### src/rtl/ea_pkg.sv
`timescale 1ns/1ps
package ea_pkg;

  typedef enum logic [2:0] {
    MODE_IDX     = 3'd0,
    MODE_BASE    = 3'd1,
    MODE_SCALED  = 3'd2,
    MODE_BASEIDX = 3'd3,
    MODE_PCREL   = 3'd4,
    MODE_PREDEC  = 3'd5,
    MODE_POSTINC = 3'd6
  } eaMode_e;

  // Strobes from control to datapath
  typedef struct packed {
    logic useBase;
    logic useIdx;
    logic usePc;
    logic scaleEn;
    logic addDisp;
    logic preDec;
    logic postInc;
    logic wbReq;
    logic err;
  } eaStrobes_t;

endpackage

### src/rtl/ea_ctrl.sv
`timescale 1ns/1ps
module ea_ctrl
  import ea_pkg::*;
(
  input  logic [2:0]  mode,
  output eaStrobes_t  strb
);

  always_comb begin
    strb = '0;
    case (mode)
      MODE_IDX: begin
        strb.useIdx  = 1'b1;
        strb.addDisp = 1'b1;
      end
      MODE_BASE: begin
        strb.useBase = 1'b1;
        strb.addDisp = 1'b1;
      end
      MODE_SCALED: begin
        strb.useIdx  = 1'b1;
        strb.scaleEn = 1'b1;
        strb.addDisp = 1'b1;
      end
      MODE_BASEIDX: begin
        strb.useBase = 1'b1;
        strb.useIdx  = 1'b1;
        strb.addDisp = 1'b1;
      end
      MODE_PCREL: begin
        strb.usePc   = 1'b1;
        strb.addDisp = 1'b1;
      end
      MODE_PREDEC: begin
        strb.preDec = 1'b1;
        strb.wbReq  = 1'b1;
      end
      MODE_POSTINC: begin
        strb.postInc = 1'b1;
        strb.wbReq   = 1'b1;
      end
      default: strb.err = 1'b1;  // undefined code
    endcase
  end

  // only the two pointer modes request write-back, never with error
  always_comb begin
    a_wb_modes_r10: assert (!strb.wbReq || mode == MODE_PREDEC || mode == MODE_POSTINC);
    a_err_nowb_r11: assert (!(strb.err && strb.wbReq));
  end

endmodule

### src/rtl/ea_datapath.sv
`timescale 1ns/1ps
module ea_datapath
  import ea_pkg::*;
#(
  parameter int ADDR_W = 16,
  parameter int DISP_W = 8,
  parameter int SEL_W  = 3
) (
  input  logic              clk,
  input  logic              rstN,
  input  logic              inValid,
  input  eaStrobes_t        strb,
  input  logic [1:0]        scale,
  input  logic              sizeWord,
  input  logic [SEL_W-1:0]  baseSel,
  input  logic [SEL_W-1:0]  idxSel,
  input  logic [DISP_W-1:0] disp,
  input  logic [ADDR_W-1:0] pcVal,
  input  logic [ADDR_W-1:0] rdDataA,
  input  logic [ADDR_W-1:0] rdDataB,
  output logic              outValid,
  output logic [ADDR_W-1:0] eaOut,
  output logic              wbEn,
  output logic [SEL_W-1:0]  wbSel,
  output logic [ADDR_W-1:0] wbData,
  output logic              errOut
);

  localparam int EXT_W = ADDR_W - DISP_W;

  logic [ADDR_W-1:0] baseOp, idxOp, dispExt, scaledIdx;
  logic [ADDR_W-1:0] opA, opB, opD, sum, step, incVal, decVal, eaNext, wbNext;

  // register 0 is a hard zero
  assign baseOp  = (baseSel == '0) ? '0 : rdDataA;
  assign idxOp   = (idxSel  == '0) ? '0 : rdDataB;
  // sign extension
  assign dispExt = {{EXT_W{disp[DISP_W-1]}}, disp};
  // scale by shift
  assign scaledIdx = strb.scaleEn ? (idxOp << scale) : idxOp;

  assign opA = strb.usePc ? pcVal : (strb.useBase ? baseOp : '0);
  assign opB = strb.useIdx  ? scaledIdx : '0;
  assign opD = strb.addDisp ? dispExt   : '0;
  assign sum = opA + opB + opD;

  // step size
  assign step   = sizeWord ? ADDR_W'(2) : ADDR_W'(1);
  assign incVal = idxOp + step;
  assign decVal = idxOp - step;

  always_comb begin
    if (strb.preDec)       eaNext = decVal;
    else if (strb.postInc) eaNext = idxOp;
    else                   eaNext = sum;
  end
  assign wbNext = strb.preDec ? decVal : incVal;

  always_ff @(posedge clk) begin
    if (!rstN) begin
      outValid <= 1'b0;
      wbEn     <= 1'b0;
      errOut   <= 1'b0;
      eaOut    <= '0;
      wbData   <= '0;
      wbSel    <= '0;
    end else begin
      outValid <= inValid;
      wbEn     <= inValid && strb.wbReq && !strb.err;
      errOut   <= inValid && strb.err;
      if (inValid) begin
        eaOut  <= eaNext;
        wbData <= wbNext;
        wbSel  <= idxSel;
      end
    end
  end

  p_latency_r12: assert property (@(posedge clk) disable iff (!rstN)
    1'b1 |=> outValid == $past(inValid));
  p_wb_needs_valid_r12: assert property (@(posedge clk) disable iff (!rstN)
    (wbEn || errOut) |-> outValid);
  p_no_wb_plain_r10: assert property (@(posedge clk) disable iff (!rstN)
    (inValid && !strb.preDec && !strb.postInc) |=> !wbEn);
  p_err_nowb_r11: assert property (@(posedge clk) disable iff (!rstN)
    errOut |-> !wbEn);
  p_predec_same_r7: assert property (@(posedge clk) disable iff (!rstN)
    (inValid && strb.preDec) |=> (eaOut == wbData) && wbEn);
  p_postinc_step_r8: assert property (@(posedge clk) disable iff (!rstN)
    (inValid && strb.postInc) |=> (wbData - eaOut) == $past(step));

endmodule

### src/rtl/ea_gen.sv
`timescale 1ns/1ps
module ea_gen
  import ea_pkg::*;
#(
  parameter int ADDR_W = 16,
  parameter int DISP_W = 8,
  parameter int REG_N  = 8,
  localparam int SEL_W = $clog2(REG_N)
) (
  input  logic              clk,
  input  logic              rstN,
  input  logic              inValid,
  input  logic [2:0]        mode,
  input  logic [1:0]        scale,
  input  logic              sizeWord,
  input  logic [SEL_W-1:0]  baseSel,
  input  logic [SEL_W-1:0]  idxSel,
  input  logic [DISP_W-1:0] disp,
  input  logic [ADDR_W-1:0] pcVal,
  output logic [SEL_W-1:0]  rdSelA,
  output logic [SEL_W-1:0]  rdSelB,
  input  logic [ADDR_W-1:0] rdDataA,
  input  logic [ADDR_W-1:0] rdDataB,
  output logic              outValid,
  output logic [ADDR_W-1:0] eaOut,
  output logic              wbEn,
  output logic [SEL_W-1:0]  wbSel,
  output logic [ADDR_W-1:0] wbData,
  output logic              errOut
);

  eaStrobes_t strb;

  assign rdSelA = baseSel;
  assign rdSelB = idxSel;

  ea_ctrl uCtrl (
    .mode (mode),
    .strb (strb)
  );

  ea_datapath #(
    .ADDR_W (ADDR_W),
    .DISP_W (DISP_W),
    .SEL_W  (SEL_W)
  ) uDp (
    .clk      (clk),
    .rstN     (rstN),
    .inValid  (inValid),
    .strb     (strb),
    .scale    (scale),
    .sizeWord (sizeWord),
    .baseSel  (baseSel),
    .idxSel   (idxSel),
    .disp     (disp),
    .pcVal    (pcVal),
    .rdDataA  (rdDataA),
    .rdDataB  (rdDataB),
    .outValid (outValid),
    .eaOut    (eaOut),
    .wbEn     (wbEn),
    .wbSel    (wbSel),
    .wbData   (wbData),
    .errOut   (errOut)
  );

endmodule

### config.mk
export PLATFORM = sky130hd
export DESIGN_NAME = ea_gen
export DESIGN_NICKNAME = d
export VERILOG_FILES = /design/src/rtl/ea_pkg.sv /design/src/rtl/ea_ctrl.sv /design/src/rtl/ea_datapath.sv /design/src/rtl/ea_gen.sv
export SDC_FILE = /design/constraint.sdc
export NUM_CORES = 1
export LEC_CHECK = 0
export BUFFER_PORTS_ARGS = -buffer_cell sky130_fd_sc_hd__buf_2
export CAP_MARGIN = 20
export CELL_PAD_IN_SITES_DETAIL_PLACEMENT = 0
export CELL_PAD_IN_SITES_GLOBAL_PLACEMENT = 2
export CORE_ASPECT_RATIO = 0.9
export CORE_MARGIN = 8
export CORE_UTILIZATION = 28
export CTS_CLUSTER_SIZE = 8
export DETAILED_ROUTE_END_ITERATION = 10
export GPL_TIMING_DRIVEN = 0
export PLACE_DENSITY_LB_ADDON = 0.1
export SYNTH_ARGS = -nofsm -noshare
export SYNTH_HDL_FRONTEND = slang
export SYNTH_HIERARCHICAL = 1
export SYNTH_SLANG_ARGS = --single-unit
### constraint.sdc
create_clock -name clk -period 4.4 [get_ports clk]
set_input_delay 0.44 -clock clk [delete_from_list [all_inputs] [get_ports clk]]
set_output_delay 0.44 -clock clk [all_outputs]
set_load 0.01 [all_outputs]
==> results.toml <==
[floorplanning]
die_w_um = 155
die-height_um = 141
pin_count = 115
num_rows = 45
initial_core_util_pct = 28.6
coreArea_um2 = 16900
dieArea_um2 = 21700

[clock_network]
clock_latency_ps = 290
cts-buffers-inserted = 5
clkTransAtPathRegs_ps = 60
cts_tree = "built"
cts_sinks = 38
clk_path_buf_depth = 2
htreeDepth = 2
cts_root_buf = "clkbuf_16"

[synth]
ys_types = 72
ys_warn_count = 6
synthCells = 657
synth_top_area_share_pct = 15.7
ys_ff_latch = 38
synth.area.top_cells = "dfxtp_1, fa_1, a21oi_1, nand2_1, ha_1"
ys.flop_type = "dfxtp_1"
syn_nets = 765
postSynthAreaPerCell_um2 = 7.36
synth_edf_count = 0
synth_top_area_cell = "dfxtp_1"
syn_area_um2 = 4840
yosysSeqAreaShare_pct = 15.7
synth-async-reset-ratio_pct = 0

[setup_path]
crit_chain = "buf_2 -> or3_4 -> clkbuf_4 -> buf_4 -> nand2_1 -> o22a_1 -> o22ai_1 -> nand2_1 -> fa_1 -> inv_1 -> ha_1 -> inv_1 -> fa_1 -> nand2b_2 -> a211oi_4 -> o21ai_0 -> a311o_1 -> nand3_1 -> a32o_1"
slowest_stage = "or3_4"
arrival_ps = 4440
cp-end-kind = "flop"
crit_fanout = 10
critPathLaunchType = "input port"
max_stage_delay_ps = 470
required_ps = 4630
critical_path_class = "input port to flop"

[drt]
antenna_left = 0
drtIter0Drc = 475
postRouteWirelength_um = 22500
viasPerCell = 5.65
drc = 0
avgRoutedWirePerCell_um = 23.0
dr_total_vias = 5535
drt_pass1_iterations = 5

[sta]
finalSetupTns_ps = 0
max_freq_mhz = 238
layout_min_cycle_time_ps = 4200
rsz0062_at_grt = "no"
fin_skew_ps = 0
relSlewSlack_pct = 31.8
drv_slew = 0
worstMarginPinSlew_ps = 1010
finalSetupViolCount = 0
post-route-period-util_pct = 95.6
finalHoldViolations = 0

[layout]
drive_above_1_share_pct = 23.0
layout_common_cells = "buf_2, nand2_1, a21oi_1"
final_nets = 876
mostFrequentLayoutCell = "buf_2"
area.growth.synth_to_final_pct = 21.3
antenna_cells = 0

[grt]
grt_pass1_wl_um = 33600
grt_pass1_vias = 5486
antenna_found_initial = 0
grt-ovfl-total = 0
grt_max_degree = 12
track_usage_pct = 20.2

[pwr]
peakVddDrop_uv = 117
totalPowerFinal_w = 0.00150
p_leak_nw = 2.65
powerDensity_nw_per_um2 = 255

[run]
max_cap_violations = 0

[hold_path]
hold_path.class = "flop to flop"

[run_status]
status = "finished, final reports clean"

[placement]
dp_hpwl_um = 18300
gp_congestion = 0.921
io_buffers = 103
==> registers in the layout, indices dropped and copies added, names as in the netlist <==
signal and flops:
uDp/eaOut 16, uDp/wbData 16, uDp/wbSel 3, uDp/errOut 1, uDp/outValid 1, uDp/wbEn 1
==> critical path: cells and delay by family <==
| kind | cells | cell delay, ps |
|---|---|---|
| AOI/OAI and AO/OA | 6 | 1230 |
| buffers and inverters | 5 | 740 |
| adders and majority gates | 3 | 960 |
| and+or+nand+nor | 5 | 1060 |
==> report_power, final <==
| part | switching [W] | internal, W | total (W) |
|---|---|---|---|
| logic | 0.000425 | 0.000262 | 0.000687 |
| registers | 0.0000159 | 0.000375 | 0.000391 |
| clock network | 0.000152 | 0.000268 | 0.000420 |
==> timing repair <==
action	4_1_cts	5_1_grt
endpoints found under the setup margin	15	7
pin swaps	0	3
resized for setup	13	19
hold buffers	0	0
setup buffers	0	2
==> cells in the mapped netlist (7+ instances only) <==
cell	number
nand2_1	69
a21oi_1	53
inv_1	47
nor2_1	44
o21ai_0	43
dfxtp_1	38
clkbuf_1	35
nand3_1	21
ha_1	19
fa_1	18
a22oi_1	15
nor3_1	15
a31oi_1	14
mux2i_1	14
o211ai_1	12
xnor2_1	12
a211oi_1	10
a21o_1	9
clkbuf_8	9
mux2_2	8
nand4_1	8
buf_4	7
nor2b_1	7
or3_1	7
==> path summary, 6_finish.rpt <==
check             slack, ps  cells after the start             to     startpoint
hold reg to reg         450                      2  uDp/wbData[9]  uDp/wbData[9]
setup reg to reg       3270                      3  uDp/eaOut[12]  uDp/eaOut[12]
hold / removal          450                      2  uDp/wbData[9]  uDp/wbData[9]
setup / recovery        200                     19  uDp/eaOut[13]      idxSel[2]
==> kinds of logic after synthesis <==
family                   Yosys count  synth area share (%)
flip-flops                        38                  15.7
AND/OR/NAND/NOR                  218                  22.9
adder cells (fa/ha/maj)           37                  12.4
AO/OA/AOI/OAI                    219                  30.0
XOR/XNOR                          17                  3.08
multiplexers                      22                  4.76
buffers and inverters            106                  11.2
==> through the flow <==
step | std cells | hold slack (ps) | worst slack [ps] | area [um2] | util (%)
CTS | 978 | 453 | 2.26 | 5820 | 34.5
floorplan | 657 | 471 | 183 | 4840 | -
global route | 980 | 466 | 3.56 | 5870 | 34.7
detailed placement | 971 | 445 | -1390 | 5620 | 33.3
global placement | 971 | 437 | -1380 | 5620 | 33.3
finish | 980 | 448 | 195 | 5870 | 34.7
==> area by class of cell <==
class / count / area [um2]
Fill cell: 1913 / 11000
Multi-Input combinational cell: 513 / 3590
Sequential cell: 38 / 761
Timing Repair Buffer: 105 / 531
Buffer: 58 / 380
Tap cell: 211 / 264
Inverter: 47 / 176
Clock buffer: 7 / 133
Clock inverter: 1 / 30.0
==> layer usage <==
| metal | share of wire, % | track usage, % | routed length (um) |
|---|---|---|---|
| met1 | 48 | 28.4 | 10800 |
| met2 | 42 | 29.9 | 9450 |
| met3 | 6.7 | 3.91 | 1510 |
| met4 | 3.4 | 7.26 | 767 |
| met5 | 0 | 0 | 0 |
Power figures use the tool's default switching activity.
